File: config.mk
export PLATFORM = sky130hd
export DESIGN_NAME = dsi_rd_resp_dec
export DESIGN_NICKNAME = d
export VERILOG_FILES = /design/src/rtl/dsi_rsp_pkg.sv /design/src/rtl/rsp_hdr_decode.sv /design/src/rtl/rsp_lane_mask.sv /design/src/rtl/dsi_rd_resp_dec.sv
export SDC_FILE = /design/constraint.sdc
export NUM_CORES = 1
export LEC_CHECK = 0
export ABC_AREA = 1
export BUFFER_PORTS_ARGS = -buffer_cell sky130_fd_sc_hd__buf_2
export CORE_UTILIZATION = 49
export CTS_CLUSTER_DIAMETER = 100
export CTS_CLUSTER_SIZE = 14
export DETAILED_ROUTE_END_ITERATION = 16
export PLACE_DENSITY_LB_ADDON = 0.05
export SYNTH_ARGS = -nofsm -noshare
export SYNTH_HDL_FRONTEND = slang
export SYNTH_SLANG_ARGS = --single-unit
File: constraint.sdc
create_clock -name clk_i -period 3.7 [get_ports clk_i]
set_input_delay 0.185 -clock clk_i [delete_from_list [all_inputs] [get_ports clk_i]]
set_output_delay 0.185 -clock clk_i [all_outputs]
set_load 0.005 [all_outputs]
File: src/rtl/dsi_rsp_pkg.sv
package dsi_rsp_pkg;
  localparam logic [5:0]  DT_ACK_ERR  = 6'h02;
  localparam logic [5:0]  DT_SHORT1   = 6'h21;
  localparam logic [5:0]  DT_SHORT2   = 6'h22;
  localparam logic [5:0]  DT_LONG_GEN = 6'h1A;
  localparam logic [5:0]  DT_LONG_DCS = 6'h1C;
  localparam logic [31:0] STAT_ACK    = 32'h0000_0084;
  localparam logic [31:0] STAT_ESC    = 32'h0000_0087;

  typedef enum logic [2:0] {K_ACKERR, K_SHORT1, K_SHORT2, K_LONG, K_BAD} rsp_kind_e;
  typedef enum logic [1:0] {ST_NONE = 2'd0, ST_ACK = 2'd1, ST_ESC = 2'd2, ST_UNK = 2'd3} link_stat_e;
  typedef enum logic [1:0] {S_IDLE, S_STAT, S_HDR, S_PAY} seq_state_e;

  function automatic link_stat_e classify_status(logic [31:0] w);
    if (w == STAT_ACK)      return ST_ACK;
    else if (w == STAT_ESC) return ST_ESC;
    else                    return ST_UNK;
  endfunction
endpackage

File: src/rtl/rsp_hdr_decode.sv
module rsp_hdr_decode
  import dsi_rsp_pkg::*;
(
  input  logic [31:0] word_i,
  output rsp_kind_e   kind_o,
  output logic [15:0] count_o,
  output logic [15:0] err_o,
  output logic [15:0] short_o,
  output logic [3:0]  cap_o
);
  always_comb begin
    kind_o  = K_BAD;
    count_o = '0;
    err_o   = '0;
    short_o = word_i[23:8];
    cap_o   = 4'b0000;
    unique case (word_i[5:0])
      DT_ACK_ERR: begin
        kind_o = K_ACKERR;
        err_o  = word_i[23:8];
      end
      DT_SHORT1: begin
        kind_o  = K_SHORT1;
        count_o = 16'd1;
        cap_o   = 4'b0001;
      end
      DT_SHORT2: begin
        kind_o  = K_SHORT2;
        count_o = 16'd2;
        cap_o   = 4'b0011;
      end
      DT_LONG_GEN, DT_LONG_DCS: begin
        kind_o  = K_LONG;
        count_o = {word_i[23:16], word_i[15:8]};
      end
      default: kind_o = K_BAD;
    endcase
  end
endmodule

File: src/rtl/rsp_lane_mask.sv
module rsp_lane_mask #(
  parameter int IDX_W = 17,
  parameter int LANES = 4
) (
  input  logic [IDX_W-1:0] base_i,
  input  logic [IDX_W-1:0] limit_i,
  output logic [LANES-1:0] en_o
);
  for (genvar k = 0; k < LANES; k++) begin : g_lane
    assign en_o[k] = (base_i + IDX_W'(k)) < limit_i;
  end
endmodule

File: src/rtl/dsi_rd_resp_dec.sv
module dsi_rd_resp_dec
  import dsi_rsp_pkg::*;
#(
  parameter int CNT_W = 5,
  parameter int LEN_W = 16
) (
  input  logic             clk_i,
  input  logic             rst_ni,
  input  logic             start_i,
  input  logic [CNT_W-1:0] word_cnt_i,
  input  logic [LEN_W-1:0] max_len_i,
  input  logic [31:0]      fifo_data_i,
  input  logic             fifo_valid_i,
  output logic             fifo_pop_o,
  output logic [31:0]      data_o,
  output logic [3:0]       data_en_o,
  output logic [LEN_W-1:0] size_o,
  output logic [15:0]      err_vec_o,
  output logic [1:0]       status_o,
  output logic             proto_err_o,
  output logic             done_o
);
  localparam int LANES = 4;
  localparam int BASE_W = (LEN_W > CNT_W + 2) ? LEN_W : CNT_W + 2;
  localparam int IDX_W = ((BASE_W > 16) ? BASE_W : 16) + 1;

  seq_state_e       state_q;
  logic [CNT_W-1:0] rem_q;
  logic [LEN_W-1:0] max_q;
  logic [IDX_W-1:0] pay_idx_q;
  logic             long_q;

  rsp_kind_e        hdr_kind;
  logic [15:0]      hdr_count, hdr_err, hdr_short;
  logic [3:0]       hdr_cap, lane_en;
  logic [IDX_W-1:0] lane_base, max_x, cnt_x, clip_x;

  rsp_hdr_decode u_hdr (
    .word_i (fifo_data_i),
    .kind_o (hdr_kind),
    .count_o(hdr_count),
    .err_o  (hdr_err),
    .short_o(hdr_short),
    .cap_o  (hdr_cap)
  );

  assign lane_base = (state_q == S_HDR) ? '0 : pay_idx_q;
  assign max_x     = IDX_W'(max_q);
  assign cnt_x     = IDX_W'(hdr_count);
  assign clip_x    = (cnt_x < max_x) ? cnt_x : max_x;

  rsp_lane_mask #(.IDX_W(IDX_W), .LANES(LANES)) u_mask (
    .base_i (lane_base),
    .limit_i(max_x),
    .en_o   (lane_en)
  );

  assign fifo_pop_o = fifo_valid_i && (state_q != S_IDLE);

  always_ff @(posedge clk_i or negedge rst_ni) begin
    if (!rst_ni) begin
      state_q     <= S_IDLE;
      rem_q       <= '0;
      max_q       <= '0;
      pay_idx_q   <= '0;
      long_q      <= 1'b0;
      data_o      <= '0;
      data_en_o   <= '0;
      size_o      <= '0;
      err_vec_o   <= '0;
      status_o    <= ST_NONE;
      proto_err_o <= 1'b0;
      done_o      <= 1'b0;
    end else begin
      data_en_o <= '0;
      done_o    <= 1'b0;
      unique case (state_q)
        S_IDLE: if (start_i) begin
          rem_q       <= word_cnt_i;
          max_q       <= max_len_i;
          size_o      <= '0;
          err_vec_o   <= '0;
          status_o    <= ST_NONE;
          proto_err_o <= 1'b0;
          long_q      <= 1'b0;
          state_q     <= S_STAT;
        end
        S_STAT: if (fifo_pop_o) begin
          status_o <= classify_status(fifo_data_i);
          if (rem_q == '0) begin
            done_o  <= 1'b1;
            state_q <= S_IDLE;
          end else begin
            state_q <= S_HDR;
          end
        end
        S_HDR: if (fifo_pop_o) begin
          if (hdr_kind == K_BAD) begin
            proto_err_o <= 1'b1;
            done_o      <= 1'b1;
            state_q     <= S_IDLE;
          end else begin
            size_o    <= LEN_W'(clip_x);
            err_vec_o <= hdr_err;
            data_o    <= {16'h0000, hdr_short};
            data_en_o <= lane_en & hdr_cap;
            long_q    <= (hdr_kind == K_LONG);
            pay_idx_q <= '0;
            rem_q     <= rem_q - 1'b1;
            if (rem_q == CNT_W'(1)) begin
              done_o  <= 1'b1;
              state_q <= S_IDLE;
            end else begin
              state_q <= S_PAY;
            end
          end
        end
        S_PAY: if (fifo_pop_o) begin
          data_o    <= fifo_data_i;
          data_en_o <= long_q ? lane_en : 4'b0000;
          pay_idx_q <= pay_idx_q + IDX_W'(LANES);
          rem_q     <= rem_q - 1'b1;
          if (rem_q == CNT_W'(1)) begin
            done_o  <= 1'b1;
            state_q <= S_IDLE;
          end
        end
        default: state_q <= S_IDLE;
      endcase
    end
  end

  // lanes are always filled from lane 0 upward
  assert_lanes_contig_R6: assert property (@(posedge clk_i) disable iff (!rst_ni)
    ((data_en_o & (data_en_o + 4'd1)) == 4'd0));

  assert_size_clip_R5: assert property (@(posedge clk_i) disable iff (!rst_ni)
    (size_o <= max_q));

  assert_proto_silent_R7: assert property (@(posedge clk_i) disable iff (!rst_ni)
    proto_err_o |-> (size_o == '0 && data_en_o == 4'd0));

  assert_done_pulse_R8: assert property (@(posedge clk_i) disable iff (!rst_ni)
    done_o |=> !done_o);

  assert_err_no_bytes_R2: assert property (@(posedge clk_i) disable iff (!rst_ni)
    (err_vec_o != 16'h0) |-> (size_o == '0 && data_en_o == 4'd0));
endmodule

Word level (Yosys, flattened, before mapping)
Index checks and enable logic that the tools add are counted.

Register bits: 113. Latch bits: 0. Memory bits (writable): 0. ROM bits: 0. Bits of input ports: 57. Output and inout bits: 73. Word-level logic and storage cells: 118. Memories kept: 0.

Add/subtract/negate cells: 5. Multipliers: 0. Div/mod/pow operators: 0. Magnitude comparators: 5. Eq/ne operators: 20. Shift operators: 0. Muxes and demuxes: 59. Bitwise gates (word level): 1. Reductions and logical operators: 16.

Operators with widths (number): $mux W16 (7); $mux W32 (3); $lt A17 B16 Y1 (4); $mux W17 (4); $eq A32 B8 Y1 const B (2); $pmux W16 S2 (2); $pmux W32 S2 (1); $pmux W16 S3 (1); $add A17 B2 Y17 const B (2); $pmux W17 S2 (1); $mux W2 (11); $mux W5 (4); $add A17 B1 Y17 const B (1); $add A17 B3 Y17 const B (1); $lt A16 B16 Y1 (1); $mux W4 (4); $pmux W5 S3 (1); $eq A6 B5 Y1 const B (2); $eq A6 B6 Y1 const B (2); $mux W1 (12); $ne A2 B2 Y1 const B (6); $pmux W3 S4 (1); $reduce_and A4 Y1 (3); $reduce_and A5 Y1 (2); 22 further kinds (28).

Logic depth before layout (Yosys ltp)
Depth after elaboration: 8. Gate-level depth with buffers: 22. Mapped depth without buffers: 20.

Hierarchy
From an unflattened synthesis, not the netlist that was laid out.

Cell total of the unflattened synthesis: 1212. Area total of the unflattened synthesis: 8740.9 sq um.

Modules (own cells, without submodules): dsi_rd_resp_dec (instances 1, cells an instance 694, area each 5677.9 sq um, seq. area each 2777.7 sq um); rsp_lane_mask (instances 1, cells an instance 422, area each 2546.2 sq um, seq. area each 0.0 sq um); rsp_hdr_decode (instances 1, cells an instance 96, area each 516.7 sq um, seq. area each 0.0 sq um).

Least setup slack after synthesis
OpenSTA, ideal clock, no wires.

Path kind: flip-flop to flip-flop. Start: register state_q[1]. End: register data_en_o[2]. Setup time: 0.117 ns. Arrival: 2.781 ns. Data required time: 3.583 ns. Setup slack: 0.802 ns. Cell stages (with the launch flop): 20. Path buffers: 2. Period minus slack after synthesis: 2.898 ns. Cell sequence: dfrtp_1 -> inv_2 -> nor2_4 -> clkbuf_1 -> clkbuf_1 -> nor2_1 -> ha_1 -> inv_1 -> ha_1 -> inv_1 -> o21ai_0 -> nand2_1 -> nand2_1 -> a21oi_1 -> o21ai_0 -> nand3_1 -> nand2_1 -> nand2_1 -> nand2_1 -> nor2_1.

Longest elaborated chain between the ends: 8. Elaborated cells between the ends (all ways): 13. Classes of those cells: add/sub: 1; order compare: 1; eq/ne: 2; mux: 6; bitwise: 1; reduce/logical: 2.

RTL lines: from (decl) (line dsi_rd_resp_dec.sv:27) `seq_state_e state_q;`; from (signal assigned) (line dsi_rd_resp_dec.sv:62) `state_q <= S_IDLE;`; from (signal assigned) (line dsi_rd_resp_dec.sv:86) `state_q <= S_STAT;`; from (signal assigned) (line dsi_rd_resp_dec.sv:92) `state_q <= S_IDLE;`; $eq A2 B2 Y1 (line dsi_rd_resp_dec.sv:47, dsi_rd_resp_dec.sv:77); $mux W17 (line dsi_rd_resp_dec.sv:47) `assign lane_base = (state_q == S_HDR) ? '0 : pay_idx_q;`; $add A17 B2 Y17 (line rsp_lane_mask.sv:10) `assign en_o[k] = (base_i + IDX_W'(k)) < limit_i;`; $lt A17 B16 Y1 (line rsp_lane_mask.sv:10); $and A4 B4 Y4 (line dsi_rd_resp_dec.sv:106) `data_en_o <= lane_en & hdr_cap;`; $mux W4 (line dsi_rd_resp_dec.sv:98) `if (hdr_kind == K_BAD) begin`; $mux W4 (line dsi_rd_resp_dec.sv:97) `S_HDR: if (fifo_pop_o) begin`; $pmux W4 S2 (*) (line dsi_rd_resp_dec.sv:77) `unique case (state_q)`; to (signal assigned) (line dsi_rd_resp_dec.sv:106); to (signal assigned) (line dsi_rd_resp_dec.sv:120) `data_en_o <= long_q ? lane_en : 4'b0000;`; to (decl) (line dsi_rd_resp_dec.sv:16) `output logic [3:0] data_en_o,`.

Every way passes the cells marked *; elsewhere a longest branch is shown, timed or not. A chain may end at the register's enable or synchronous reset.

Final worst setup path
Ends and elaborated chain as after synthesis.

==> results.sh <==
export IMPL_wl_per_cell_microns=15.48
export IMPL_layout_commonest_cell="nand2_1"
export IMPL_clk_pin_slew_worst_paths_ps=70
export IMPL_required_ps=3950
export IMPL_finalHoldViolations=0
export IMPL_status="completed"
export IMPL_power_density_nw_per_um2=647.5
export IMPL_hold_path_class="in2reg"
export IMPL_drive_above_1_share_pct=16.86
export IMPL_crit_path_end_kind="register"
export IMPL_clockBufferDepth=2
export IMPL_postLayoutCoreUtil_pct=59.67
export IMPL_drtPass1Iterations=5
export IMPL_fill_cells=1314
export IMPL_cts_buffers=9
export IMPL_drt_antenna_violating_nets=0
export IMPL_netlist_instances=908
export IMPL_cts_sinks=111
export IMPL_yosysWarnings=0
export IMPL_cts_resized=0
export IMPL_totalWireLength_microns=18800
export IMPL_cp_slowest_stage_delay_ps=480
export IMPL_cp_max_fo=14
export IMPL_vias=6502
export IMPL_io_pins=130
export IMPL_routabilityCongestion=0.8929
export IMPL_finalSetupViolCount=0
export IMPL_drc=0
export IMPL_die_area_sq_um=14540
export IMPL_rsz0062_at_grt="no"
export IMPL_slowest_stage="dfrtp_1"
export IMPL_finClkSkew_ps=11.19
export IMPL_setup_tns_ps=0
export IMPL_grt_overflow=0
export IMPL_syn2layout_area_growth_pct=16.51
export IMPL_grt_max_degree=64
export IMPL_ir_drop_uv=370.0
export IMPL_final_min_clock_period_ps=2849
export IMPL_p_leak_uw=0.004329
export IMPL_grt_pass1_vias=5895
export IMPL_coreArea_sq_um=13450
export IMPL_drv_slew=0
export IMPL_antenna_found_initial=0
export IMPL_path_common_cell="nand2_1"
export IMPL_crit_path_start_kind="register"
export IMPL_cts_tree="built"
export IMPL_final_cell_mix="nand2_1 (226), buf_2 (128), dfrtp_1 (111)"
export IMPL_initial_core_util_pct=51.22
export IMPL_fmax_ghz=0.3510
export IMPL_crit_chain="inv_2 > nor2_4 > nor2_1 > ha_1 > inv_1 > ha_1 > inv_1 > o21ai_0 > nand2_1 > nand2_1 > a21oi_1 > o21ai_0 > nand3_1 > nand2_1 > nand2_1 > nand2_1 > nor2_1"
export IMPL_nets=1146
export IMPL_synthesis_area_sq_um=6890
export IMPL_dieWidth_microns=120.6
export IMPL_cts_htree_levels=3
export IMPL_clkLatencyLatePin_ps=360
export IMPL_viasPerCell=5.356
export IMPL_arrival_ps=3100
export IMPL_port_buffers=129
export IMPL_grtUsageTotal_pct=27.03
export IMPL_crit_type="reg2reg"
export IMPL_clock_root_buffer="clkbuf_16"
export IMPL_syn_avg_cell_area_sq_um=7.589
export IMPL_dp_final_hpwl_microns=14030
export IMPL_final_period_utilization_pct=76.99
export IMPL_timing_worst_slew_pin_value_ps=966.9
export IMPL_slew_headroom_pct=35.47
export IMPL_grt_pass1_wl_microns=30120
export IMPL_synth_ff_latch_count=111
export IMPL_ys_types=44
export IMPL_antenna_cells=0
export IMPL_maxCapViolations=0
export IMPL_placementRows=42
export IMPL_synth_seq_area_share_pct=40.31
export IMPL_die_y_microns=120.6
export IMPL_drt_iter0_drc=464
metal layers:
metal,part of all wire (%),global-route usage (%),up-vias
met1,46,37.38,3036
met5,0,0,-
li1,-,-,3237
met3,5.3,3.208,30
met2,46,43.64,199
met4,2.1,9.877,0
worst max-delay path, delay by kind of cell (launching register included):
family	cells	cell delay (ps)
AOI/OAI and AO/OA	3	400
adders and majority gates	2	580
buffers and inverters	3	260
DFF	1	480
and+or+nand+nor	9	1010
layout make-up:
class / count / area [sq um] / share of cell area [%]
sequential: 111 / 2778 / 34.60
inverter: 108 / 405.4 / 5.050
clock inverter: 4 / 52.55 / 0.6546
clock buffer: 12 / 266.5 / 3.320
multi-input combinational: 663 / 3572 / 44.50
tap: 176 / 220.2 / 2.743
timing repair buffer: 140 / 733.2 / 9.133
worst paths after layout:
check | startpoint | end | slack, ps | cells past startpoint
worst min register to register | size_o[2] | size_o[2] | 480 | 2
worst max register to register | state_q[1] | data_en_o[2] | 850 | 17
worst max-delay path | state_q[1] | data_en_o[2] | 850 | 17
worst min-delay path | max_len_i[14] | max_q[14] | 30 | 3
max in group asynchronous | rst_ni | pay_idx_q[7] | 2400 | 3
min in group asynchronous | rst_ni | size_o[1] | 440 | 2
what timing repair did:
item	CTS	global route
hold buffers	1	0
buffers inserted	0	0
endpoints found under the hold margin	61	0
setup endpoints to repair	0	0
per-stage QoR:
stage / instances / power (uW) / hold WS, ps / area, sq um / setup WS [ps]
detailed placement: 1197 / 4170 / 323.8 / 7699 / 660.1
global placement: 1197 / 4152 / 325.7 / 7699 / 712.7
finish: 1214 / 5198 / 31.43 / 8028 / 851.3
floorplan: 911 / 3385 / -110.6 / 6902 / 802.1
CTS: 1214 / 5214 / 23.32 / 8028 / 835.9
global route: 1214 / 5650 / 37.80 / 8028 / 503.2
kinds of logic (layout without fill, tap and decap cells):
kind of cell    after synthesis  in the layout  synth area share, %
compound gates              145            145                12.18
xor+xnor                      9              9                1.144
fa+ha+maj                    56             56                10.17
buf+inv                     137            264                8.044
flops                       111            111                40.31
mux                           2              2               0.3268
other cells                   2              5               0.1090
simple gates                446            446                27.71
flip-flops by register name, summed over array words and instances, names as in the netlist:
signal / cells
data_en_o: 4
data_o: 32
done_o: 1
err_vec_o: 16
long_q: 1
max_q: 16
pay_idx_q: 15
proto_err_o: 1
rem_q: 5
size_o: 16
state_q: 2
status_o: 2
report_power, final:
group	switching, uW	total [uW]	internal [uW]
sequential	203	1760	1560
combinational	1570	2390	823
clock	460	1040	582
total	2240	5200	2960
Yosys cell counts (all sizes together):
cell type  number  share of area [%]
o22ai           1              0.091
a21boi          1               0.11
o21a            1               0.11
o221a           2               0.33
a21o            3               0.33
o21ai          66                4.8
a211oi          2               0.29
nor2          107                6.2
xor2            7               0.89
mux2            2               0.33
conb            2               0.11
a21oi          36                2.8
nand3          71                5.2
dfrtp         111                 40
xnor2           2               0.25
clkinv          1              0.054
buf            17                1.5
o221ai          1               0.13
a31oi          17                1.5
clkbuf         12               0.65
a2111o          1               0.16
nand4          15                1.4
o211ai          1               0.11
and2            1              0.091
inv           107                5.8
nor3           15                1.3
nand3b          1               0.11
ha             56                 10
nor4            6               0.76
a22oi           1               0.11
nand2         229                 13
o31ai          12                1.3
and3            1              0.091
Note: power is estimated with default switching activity, not from simulation.
